File: config.mk
export PLATFORM = sky130hd
export DESIGN_NAME = sgr_cmd_seq
export DESIGN_NICKNAME = d
export VERILOG_FILES = /design/src/rtl/sgr_pkg.sv /design/src/rtl/sgr_bank_timer.sv /design/src/rtl/sgr_beat_ctr.sv /design/src/rtl/sgr_rd_capture.sv /design/src/rtl/sgr_cmd_seq.sv
export SDC_FILE = /design/constraint.sdc
export NUM_CORES = 1
export LEC_CHECK = 0
export BUFFER_PORTS_ARGS = -buffer_cell sky130_fd_sc_hd__buf_2
export CELL_PAD_IN_SITES_DETAIL_PLACEMENT = 2
export CELL_PAD_IN_SITES_GLOBAL_PLACEMENT = 2
export CORE_ASPECT_RATIO = 1.4
export CORE_MARGIN = 2
export CORE_UTILIZATION = 24
export CTS_CLUSTER_DIAMETER = 200
export DETAILED_ROUTE_END_ITERATION = 16
export GPL_ROUTABILITY_DRIVEN = 0
export PLACE_DENSITY_LB_ADDON = 0.05
export SYNTH_ARGS = -nofsm -noshare
export SYNTH_HDL_FRONTEND = slang
export SYNTH_SLANG_ARGS = --single-unit
File: constraint.sdc
create_clock -name clk -period 1.5 [get_ports clk]
set_input_delay 0.075 -clock clk [delete_from_list [all_inputs] [get_ports clk]]
set_output_delay 0.075 -clock clk [all_outputs]
set_load 0.02 [all_outputs]
File: src/rtl/sgr_pkg.sv
package sgr_pkg;

    // Command code packed as {cs_n, ras_n, cas_n, we_n}
    typedef enum logic [3:0] {
        CMD_NOP  = 4'b0111,
        CMD_ACT  = 4'b0011,
        CMD_RD   = 4'b0101,
        CMD_WR   = 4'b0100,
        CMD_PRE  = 4'b0010
    } sgr_cmd_e;

    typedef enum logic [2:0] {
        ST_IDLE,
        ST_ACTIVATE,
        ST_COLCMD,
        ST_RDBURST,
        ST_WRBURST,
        ST_RDLWAIT,
        ST_PRECHARGE
    } sgr_state_e;

    // Larger of two integers, used for counter sizing
    function automatic int imax(input int a, input int b);
        return (a > b) ? a : b;
    endfunction

endpackage

File: src/rtl/sgr_bank_timer.sv
module sgr_bank_timer #(
    parameter int T_RCD = 2,
    parameter int T_RAS = 5,
    parameter int T_RP  = 3
) (
    input  logic clk,
    input  logic rst_n,
    input  logic act,
    input  logic pre,
    output logic rcd_ok,
    output logic ras_ok,
    output logic rp_ok
);
    localparam int TMAX = sgr_pkg::imax(sgr_pkg::imax(T_RCD, T_RAS), T_RP);
    localparam int CW   = $clog2(TMAX + 1);
    localparam logic [CW-1:0] RCD_LD = CW'(T_RCD - 1);
    localparam logic [CW-1:0] RAS_LD = CW'(T_RAS - 1);
    localparam logic [CW-1:0] RP_LD  = CW'(T_RP - 1);

    logic [CW-1:0] rcd_cnt, ras_cnt, rp_cnt;

    // Each counter is loaded at the command edge and counts down to zero
    always_ff @(posedge clk) begin
        if (!rst_n) begin
            rcd_cnt <= '0;
            ras_cnt <= '0;
            rp_cnt  <= '0;
        end else begin
            if (act) begin
                rcd_cnt <= RCD_LD;
                ras_cnt <= RAS_LD;
            end else begin
                if (rcd_cnt != '0) rcd_cnt <= rcd_cnt - 1'b1;
                if (ras_cnt != '0) ras_cnt <= ras_cnt - 1'b1;
            end
            if (pre)
                rp_cnt <= RP_LD;
            else if (rp_cnt != '0)
                rp_cnt <= rp_cnt - 1'b1;
        end
    end

    assign rcd_ok = (rcd_cnt == '0);
    assign ras_ok = (ras_cnt == '0);
    assign rp_ok  = (rp_cnt == '0);

endmodule

File: src/rtl/sgr_beat_ctr.sv
module sgr_beat_ctr #(
    parameter int LEN_W = 3
) (
    input  logic             clk,
    input  logic             rst_n,
    input  logic             load,
    input  logic [LEN_W-1:0] load_len,
    input  logic             step,
    output logic             last
);
    logic [LEN_W-1:0] rem;

    // rem holds the beats still to come after the current one
    always_ff @(posedge clk) begin
        if (!rst_n)
            rem <= '0;
        else if (load)
            rem <= load_len - 1'b1;
        else if (step && rem != '0)
            rem <= rem - 1'b1;
    end

    assign last = (rem == LEN_W'(1));

endmodule

File: src/rtl/sgr_rd_capture.sv
module sgr_rd_capture #(
    parameter int CAS_LAT = 2,
    parameter int DATA_W  = 32
) (
    input  logic              clk,
    input  logic              rst_n,
    input  logic              beat_in,
    input  logic [DATA_W-1:0] dq_in,
    output logic              rd_valid,
    output logic [DATA_W-1:0] rd_data
);
    logic [CAS_LAT-1:0] pipe;

    // pipe[k] is high CAS_LAT-relative: k+1 cycles after a wanted beat
    generate
        if (CAS_LAT == 1) begin : g_pipe1
            always_ff @(posedge clk) begin
                if (!rst_n) pipe <= '0;
                else        pipe <= beat_in;
            end
        end else begin : g_pipen
            always_ff @(posedge clk) begin
                if (!rst_n) pipe <= '0;
                else        pipe <= {pipe[CAS_LAT-2:0], beat_in};
            end
        end
    endgenerate

    always_ff @(posedge clk) begin
        if (!rst_n) begin
            rd_valid <= 1'b0;
            rd_data  <= '0;
        end else begin
            rd_valid <= pipe[CAS_LAT-1];
            if (pipe[CAS_LAT-1]) rd_data <= dq_in;
        end
    end

endmodule

File: src/rtl/sgr_cmd_seq.sv
module sgr_cmd_seq
    import sgr_pkg::*;
#(
    parameter int ROW_W     = 11,
    parameter int COL_W     = 8,
    parameter int DATA_W    = 32,
    parameter int BURST_LEN = 4,
    parameter int CAS_LAT   = 2,
    parameter int T_RCD     = 2,
    parameter int T_RAS     = 5,
    parameter int T_RP      = 3,
    parameter int T_RDL     = 2,
    parameter int LEN_W     = $clog2(BURST_LEN + 1)
) (
    input  logic                 clk,
    input  logic                 rst_n,
    input  logic                 req_valid,
    output logic                 req_ready,
    input  logic                 req_write,
    input  logic                 req_bank,
    input  logic [ROW_W-1:0]     req_row,
    input  logic [COL_W-1:0]     req_col,
    input  logic [LEN_W-1:0]     req_len,
    input  logic [DATA_W-1:0]    wr_data,
    input  logic [DATA_W/8-1:0]  wr_be,
    output logic                 wr_take,
    output logic [DATA_W-1:0]    rd_data,
    output logic                 rd_valid,
    output logic                 mem_cs_n,
    output logic                 mem_ras_n,
    output logic                 mem_cas_n,
    output logic                 mem_we_n,
    output logic [ROW_W-1:0]     mem_addr,
    output logic                 mem_ba,
    output logic [DATA_W/8-1:0]  mem_dqm,
    output logic [DATA_W-1:0]    mem_dq_out,
    output logic                 mem_dq_oe,
    input  logic [DATA_W-1:0]    mem_dq_in
);
    localparam int NBANK    = 2;
    localparam int BYTES    = DATA_W / 8;
    localparam int RDL_W    = (T_RDL > 2) ? $clog2(T_RDL) : 1;
    localparam logic [RDL_W-1:0] RDL_LD = RDL_W'((T_RDL >= 2) ? T_RDL - 2 : 0);
    localparam logic [LEN_W-1:0] FULL_LEN = LEN_W'(BURST_LEN);

    sgr_state_e state, state_nx;

    logic                lat_write;
    logic                lat_bank;
    logic [ROW_W-1:0]    lat_row;
    logic [COL_W-1:0]    lat_col;
    logic [LEN_W-1:0]    lat_len;
    logic [RDL_W-1:0]    rdl_cnt;

    logic [NBANK-1:0]    rcd_ok, ras_ok, rp_ok;
    logic                act_fire, col_fire, pre_fire;
    logic                beat_last;
    logic                burst_step;
    logic                rd_beat;
    sgr_cmd_e            cmd;
    logic [LEN_W-1:0]    len_eff;

    // Out-of-range lengths select a full burst
    assign len_eff = (req_len == '0 || req_len > FULL_LEN) ? FULL_LEN : req_len;

    // ---------------- per-bank timing windows ----------------
    generate
        for (genvar b = 0; b < NBANK; b++) begin : g_bank
            sgr_bank_timer #(
                .T_RCD (T_RCD),
                .T_RAS (T_RAS),
                .T_RP  (T_RP)
            ) u_timer (
                .clk    (clk),
                .rst_n  (rst_n),
                .act    (act_fire && (lat_bank == 1'(b))),
                .pre    (pre_fire && (lat_bank == 1'(b))),
                .rcd_ok (rcd_ok[b]),
                .ras_ok (ras_ok[b]),
                .rp_ok  (rp_ok[b])
            );
        end
    endgenerate

    assign act_fire = (state == ST_ACTIVATE)  && rp_ok[lat_bank];
    assign col_fire = (state == ST_COLCMD)    && rcd_ok[lat_bank];
    assign pre_fire = (state == ST_PRECHARGE) && ras_ok[lat_bank];

    assign burst_step = (state == ST_RDBURST) || (state == ST_WRBURST);

    sgr_beat_ctr #(
        .LEN_W (LEN_W)
    ) u_beats (
        .clk      (clk),
        .rst_n    (rst_n),
        .load     (col_fire),
        .load_len (lat_len),
        .step     (burst_step),
        .last     (beat_last)
    );

    sgr_rd_capture #(
        .CAS_LAT (CAS_LAT),
        .DATA_W  (DATA_W)
    ) u_capture (
        .clk      (clk),
        .rst_n    (rst_n),
        .beat_in  (rd_beat),
        .dq_in    (mem_dq_in),
        .rd_valid (rd_valid),
        .rd_data  (rd_data)
    );

    // ---------------- request latch and recovery count ----------------
    always_ff @(posedge clk) begin
        if (!rst_n) begin
            lat_write <= 1'b0;
            lat_bank  <= 1'b0;
            lat_row   <= '0;
            lat_col   <= '0;
            lat_len   <= FULL_LEN;
            rdl_cnt   <= '0;
        end else begin
            if (state == ST_IDLE && req_valid) begin
                lat_write <= req_write;
                lat_bank  <= req_bank;
                lat_row   <= req_row;
                lat_col   <= req_col;
                lat_len   <= len_eff;
            end
            if (state_nx == ST_RDLWAIT && state != ST_RDLWAIT)
                rdl_cnt <= RDL_LD;
            else if (state == ST_RDLWAIT && rdl_cnt != '0)
                rdl_cnt <= rdl_cnt - 1'b1;
        end
    end

    // ---------------- state register ----------------
    always_ff @(posedge clk) begin
        if (!rst_n) state <= ST_IDLE;
        else        state <= state_nx;
    end

    // ---------------- next state ----------------
    always_comb begin
        state_nx = state;
        unique case (state)
            ST_IDLE:
                if (req_valid) state_nx = ST_ACTIVATE;
            ST_ACTIVATE:
                if (act_fire) state_nx = ST_COLCMD;
            ST_COLCMD:
                if (col_fire) begin
                    if (lat_len == LEN_W'(1)) begin
                        if (lat_write && T_RDL > 1) state_nx = ST_RDLWAIT;
                        else                        state_nx = ST_PRECHARGE;
                    end else begin
                        state_nx = lat_write ? ST_WRBURST : ST_RDBURST;
                    end
                end
            ST_RDBURST:
                if (beat_last) state_nx = ST_PRECHARGE;
            ST_WRBURST:
                if (beat_last) state_nx = (T_RDL > 1) ? ST_RDLWAIT : ST_PRECHARGE;
            ST_RDLWAIT:
                if (rdl_cnt == '0) state_nx = ST_PRECHARGE;
            ST_PRECHARGE:
                if (pre_fire) state_nx = ST_IDLE;
            default:
                state_nx = ST_IDLE;
        endcase
    end

    // ---------------- outputs ----------------
    always_comb begin
        cmd        = CMD_NOP;
        mem_addr   = '0;
        mem_dqm    = '0;
        mem_dq_out = '0;
        mem_dq_oe  = 1'b0;
        wr_take    = 1'b0;
        rd_beat    = 1'b0;
        req_ready  = 1'b0;
        unique case (state)
            ST_IDLE: req_ready = 1'b1;
            ST_ACTIVATE:
                if (act_fire) begin
                    cmd      = CMD_ACT;
                    mem_addr = lat_row;
                end
            ST_COLCMD:
                if (col_fire) begin
                    mem_addr = ROW_W'(lat_col);
                    if (lat_write) begin
                        cmd        = CMD_WR;
                        wr_take    = 1'b1;
                        mem_dq_oe  = 1'b1;
                        mem_dq_out = wr_data;
                        mem_dqm    = ~wr_be;
                    end else begin
                        cmd     = CMD_RD;
                        rd_beat = 1'b1;
                    end
                end
            ST_RDBURST: rd_beat = 1'b1;
            ST_WRBURST: begin
                wr_take    = 1'b1;
                mem_dq_oe  = 1'b1;
                mem_dq_out = wr_data;
                mem_dqm    = ~wr_be;
            end
            ST_RDLWAIT: mem_dqm = {BYTES{1'b1}};
            ST_PRECHARGE: begin
                if (lat_write) mem_dqm = {BYTES{1'b1}};
                if (pre_fire)  cmd     = CMD_PRE;
            end
            default: ;
        endcase
    end

    assign {mem_cs_n, mem_ras_n, mem_cas_n, mem_we_n} = cmd;
    assign mem_ba = lat_bank;

endmodule

==> impl_metrics.toml, run 1 <==
[outcome]
status = "finished with violations"
violations = "setup timing"

[sta]
slew_viol_final = 0
hold_viol = 0
setup_viol_count_final = 56
tns_ns = -25.04
setup_ws_ns = -0.5303
rsz0062_at_grt = "true"
finalCriticalPeriod_ns = 2.030
max_freq_ghz = 0.4925
skew_ns = 0.01097
post-route-period-util_pct = 135.4
whs_ns = 0.008632

[clocking]
clockRootBuffer = "clkbuf_16"
cts_sinks = 84
cts_tree = "yes"
htree_num_levels = 3
numCtsBuffers = 9
clockBufferDepth = 2
clkLatencyLatePin_ns = 0.34
path_clk_slew_ns = 0.07

[cells_and_area]
utilization_pct = 41.19
diodes = 0
layout.nets = 832
drive_above_1_share_pct = 48.00
synthToLayoutAreaGrowth_pct = 69.10

[synth]
syn_area_um2 = 4045
synth_warnings = 0
synth_top_area_cell = "dfxtp_1"
synth.distinct_cells = 44
ys_seq_elements = 84
synth_area_leaders = "dfxtp_1 42%, mux2i_1 9.2%, and2_1 6.5%"
synth.top_cells.by_count = "84 x dfxtp_1, 61 x nand2_1, 42 x and2_1, 38 x nor2b_1, 37 x mux2i_1"
ys.flop_type = "dfxtp_1"
yosysMostFrequentCell = "dfxtp_1"
synth_edf_count = 0
ys_async_sr_fraction_pct = 0
yosysSeqAreaShare_pct = 41.57
syn_area_per_cell_um2 = 8.890
yosys.area.top_type_share_pct = 41.57
syn-instance-count = 455
syn_nets = 567

[routing]
drtIter0Drc = 38
via_count = 4166
drc = 0
dr.pass1.iters = 3
drt_wl_total_mm = 14.34
viasPerCell = 4.489
ant_nets = 0
wire_per_inst_um = 15.45

[critical_path]
cp_cell_sequence = "inv_2 > ha_4 > nand2b_4 > mux2i_4 > nand3_2 > a21o_1 > inv_4 > clkbuf_16 > and2_4 > buf_6"
slowest_delay_ns = 0.33
critical_path.top_delay_family = "buffers and inverters"
endpoint_kind = "output pin"
cp_max_fo = 9
criticalPathCategory = "flip-flop to output pin"
cp-start-kind = "flip-flop"
cpMaxStageDelayCell = "dfxtp_2"
worst-endpoint-arrival_ns = 1.96
required_ns = 1.42
path_buf_inv = 4

[grt]
grtUsageTotal_pct = 15.47
grt_pass1_vias = 4449
antenna_found_initial = 0
grtUsageMet1_pct = 16.18
met2_usage_pct = 30.03
grt_busiest_layer = "met2"
overflow = 0
grt_pass1_wl_mm = 21.96
grtUsageMet3_pct = 3.867
grt_max_degree = 36

[power]
leakage_uw = 0.003061
power_density_nw_per_um2 = 1181
peakVddDrop_mv = 0.5180

[place]
portBuffers = 181
dp_slack_ns = -0.3347
hpwl_mm = 10.67

[job]
maxCapViolCount = 0

[worst_hold_path]
hold_class = "input port to flip-flop"

[floorplan]
die_h_um = 157.6
initial_core_util_pct = 24.36
rows = 56
chipWidth_um = 113.7
io_pins = 183
coreArea_um2 = 16610
die-area_um2 = 17920
==> cell usage in the layout (no fill, tap or decap), types with 11 or more instances in the layout <==
cell type	instances
buf_2	142
dfxtp_1	73
nand2_1	57
buf_4	56
buf_6	42
nor2b_1	37
mux2i_1	37
and2_4	33
dlygate4sd3_1	33
nor2_1	23
a21boi_0	22
inv_1	13
ha_1	12
clkbuf_16	11
dfxtp_2	11
==> metrics by stage <==
stage | power [uW] | instances | area (um2)
final | 8081 | 928 | 6840
after global routing | 8642 | 928 | 6840
after CTS | 8185 | 925 | 6700
after detailed placement | 5421 | 868 | 5702
after global placement | 5228 | 868 | 5702
after floorplan | 4224 | 455 | 4193
==> routing by layer <==
| metal | vias up | part of all wire, % |
|---|---|---|
| met5 | - | 0 |
| met4 | 0 | 1.7 |
| met3 | 15 | 5.7 |
| met2 | 132 | 54 |
| met1 | 1994 | 39 |
| li1 | 2025 | - |
==> where the power goes <==
part	leakage, uW	total, uW	internal [uW]	switching (uW)
Combinational	0.00223	3240	1730	1510
Clock	0.000144	2160	1180	975
Sequential	0.000687	2680	2510	173
==> what timing repair did <==
action                     4_1_cts  5_1_grt
pin swaps                        4        9
setup endpoints to repair       64       81
gates resized for setup        101       26
cloned                           0        3
setup buffers                    8        1
hold buffers                    33        0
hold endpoints to repair        33        0
==> path summary, 6_finish.rpt <==
kind	start	depth (start not counted)	endpoint	slack, ns
worst max-delay path	g_bank[0].u_timer.rcd_cnt[1]	10	mem_dq_out[17]	-0.53
worst min-delay path	req_row[8]	3	lat_row[8]	0.009
worst max register to register	g_bank[0].u_timer.rcd_cnt[1]	8	u_beats.rem[0]	-0.04
worst min register to register	u_capture.pipe[0]	1	u_capture.pipe[1]	0.44
==> sequential cells by signal, indices dropped and copies added, names as in the netlist <==
name and flops:
lat_row 11, u_beats.rem 3, g_bank.u_timer.rp_cnt 6, state 3, lat_write 1, u_capture.rd_data 32, u_capture.rd_valid 1, g_bank.u_timer.ras_cnt 6
g_bank.u_timer.rcd_cnt 6, u_capture.pipe 2, lat_len 3, mem_ba 1, lat_col 8, rdl_cnt 1
==> worst min-delay path, stage by stage <==
cell      delay [ns]
buf_2           0.10
nand2_1         0.06
a21boi_0        0.07
==> cell families (layout without fill, tap and decap cells) <==
kind of cell	after synthesis	in the layout	share of synthesized area (%)
AO/OA/AOI/OAI	71	71	12.31
XOR/XNOR	7	7	1.516
adder cells (fa/ha/maj)	17	17	5.258
buffers and inverters	48	318	5.289
flip-flops	84	84	41.57
multiplexers	38	38	9.496
other	1	1	0.09270
AND/OR/NAND/NOR	189	189	24.47
==> final cells by class <==
class | count | area, um2
clock buffers | 10 | 239.0
clock inverters | 6 | 45.04
fillers | 1830 | 9766
inverters | 21 | 81.33
multi-input cells | 323 | 2421
flip-flops and latches | 84 | 1695
well taps | 203 | 254.0
repair buffers | 281 | 2105
Note: power is estimated with default switching activity, not from simulation.
==> run 2: changes to the inputs <==
- GPL_TIMING_DRIVEN: unset -> 0
- PLACE_DENSITY: unset -> 0.77
- PLACE_DENSITY_LB_ADDON: 0.05 -> unset
==> run 2 against run 1 <==
Effect of this change:
- the run ends with hold timing, setup timing left
- critical path depth decreased by 1
- first-iteration DRC count increased to 2.6 times the previous value
- cell area increased by 4.3%
- die area unchanged
- final cell count increased by 0.11%
- via count increased by 2.8%
- count of clock-buffer cells in the layout decreased by 1
- sequential power about the same
- clock power increased by 16%
==> impl_metrics.toml, run 2 (synthesis gave the netlist of run 1 again) <==
[sta]
post-route-period-util_pct = 138.1
slew_viol_final = 0
setup_ws_ns = -0.5716
setup_viol_count_final = 59
whs_ns = -0.002720
worstMarginPinSlew_ns = 0.6706
skew_ns = 0.007924
rsz0062_at_grt = "true"
tns_ns = -29.32
relSlewSlack_pct = 55.30
finalCriticalPeriod_ns = 2.072
max_freq_ghz = 0.4827
hold_viol = 1

[critical_path]
ff2ff_path_depth = 9
criticalPathCategory = "flip-flop to output pin"
required_ns = 1.42
path_buf_inv = 3
endpoint_kind = "output pin"
cp_cell_sequence = "inv_2 > ha_4 > nand2b_4 > mux2i_4 > nand3_2 > a21o_4 > buf_4 > o21ai_2 > buf_6"
endpoint = "mem_dqm[2]"
critical_path.top_delay_family = "compound AO/OA/AOI/OAI gates"
reg2reg_slack_ns = -0.42
r2r_start = "mem_ba"
r2r-end = "rdl_cnt"
cp.depth = 9
worst-endpoint-arrival_ns = 2.00
cp_max_fo = 4
slowest_delay_ns = 0.33
worstSetupStartpoint = "g_bank[0].u_timer.rcd_cnt[1]"
cp-start-kind = "flip-flop"
cpMaxStageDelayCell = "dfxtp_2"

[cells_and_area]
largest_register = "u_capture.rd_data"
layout.nets = 833
largest_register_ffs = 32
drive_above_1_share_pct = 50.14
synthToLayoutAreaGrowth_pct = 76.37
diodes = 0
mostFrequentLayoutCell = "buf_2"
design_area_um2 = 7134
final_cell_mix = "130 x buf_2, 72 x buf_6, 72 x dfxtp_1, 53 x nand2_1"
instances_no_fill = 929
reg.largest.list = "u_capture.rd_data x32, lat_row x11, lat_col x8"

[grt]
grtUsageTotal_pct = 18.26
overflow = 0
grt_pass1_vias = 4818
grt_max_degree = 17
grt_pass1_wl_mm = 25.55
antenna_found_initial = 0

[clocking]
clockBufferDepth = 2
cts_tree = "yes"
clkLatencyLatePin_ns = 0.35
cts_sinks = 84
htree_num_levels = 3
path_clk_slew_ns = 0.07
numCtsBuffers = 9
clockRootBuffer = "clkbuf_16"

[job]
maxCapViolCount = 0

[place]
placed_area_um2 = 5348
portBuffers = 180
hpwl_mm = 10.73
dp_cells = 838
dp_slack_ns = -0.5596

[floorplan]
die-area_um2 = 17920
rows = 56
initial_core_util_pct = 24.36
coreArea_um2 = 16610
io_pins = 183
chipWidth_um = 113.7
die_h_um = 157.6

[outcome]
violations = "hold timing, setup timing"
status = "finished with violations"

[power]
leakage_uw = 0.003127
peakVddDrop_mv = 0.5724
power_density_nw_per_um2 = 1229

[routing]
met1_length_mm = 6.176
wire_per_inst_um = 19.01
route.met3.wl_mm = 1.014
drt_wl_total_mm = 17.66
highest_layer = "met4"
via_count = 4284
ant_nets = 0
drtIter0Drc = 100
wl_met2_mm = 10.23
drc = 0
viasPerCell = 4.611
dr.pass1.iters = 4

[worst_hold_path]
hold_class = "input port to flip-flop"
-- run 2: routing by layer --
layer,GRT usage (%),vias to the layer above
met5,0,-
met4,4.355,0
met3,4.173,23
met2,38.64,175
met1,17.21,2064
li1,-,2022
-- run 2: area by class of cell --
type / count / area (um2)
clock inverters: 7 / 105.1
repair buffers: 255 / 1958
well taps: 203 / 254.0
repair inverters: 1 / 6.256
clock buffers: 9 / 225.2
fillers: 1730 / 9472
plain buffers: 26 / 237.7
multi-input cells: 323 / 2541
inverters: 21 / 102.6
flip-flops and latches: 84 / 1704
-- run 2: stage by stage --
step	total power, uW	utilization, %
2_1_floorplan	4224	-
3_3_place_gp	4741	32.20
3_5_place_dp	4897	32.20
4_1_cts	8256	41.00
5_1_grt	9276	42.96
6_report	8768	42.96
-- run 2: worst min-delay path by stage --
| stage | slack (ns) | from | endpoint | depth (start not counted) |
|---|---|---|---|---|
| after floorplan | 0.20 | req_bank | mem_ba | 2 |
| after global placement | 0.32 | req_row[5] | lat_row[5] | 3 |
| after detailed placement | 0.33 | req_row[10] | lat_row[10] | 3 |
| after CTS | 0.003 | mem_dq_in[0] | u_capture.rd_data[0] | 3 |
| after global routing | 0.005 | req_row[6] | lat_row[6] | 3 |
| final | -0.003 | req_row[6] | lat_row[6] | 3 |
-- run 2: timing repair --
item / in CTS / in global routing
gates cloned: 6 / 2
buffers inserted: 26 / 17
resized for setup: 182 / 66
endpoints found under the hold margin: 27 / 1
pin swaps: 29 / 15
hold buffers: 27 / 1
endpoints found under the setup margin: 97 / 115
-- run 2: report_power, final --
group | internal, uW | switching (uW) | total (uW)
combinational | 1840 | 1720 | 3560
clock | 1490 | 1020 | 2510
sequential | 2500 | 190 | 2690
total | 5840 | 2930 | 8770
-- run 2: worst min-delay path, delay by kind of cell --
family / cells / cell delay [ns]
AO/OA/AOI/OAI: 1 / 0.06
buffers and inverters: 1 / 0.10
AND/OR/NAND/NOR: 1 / 0.06
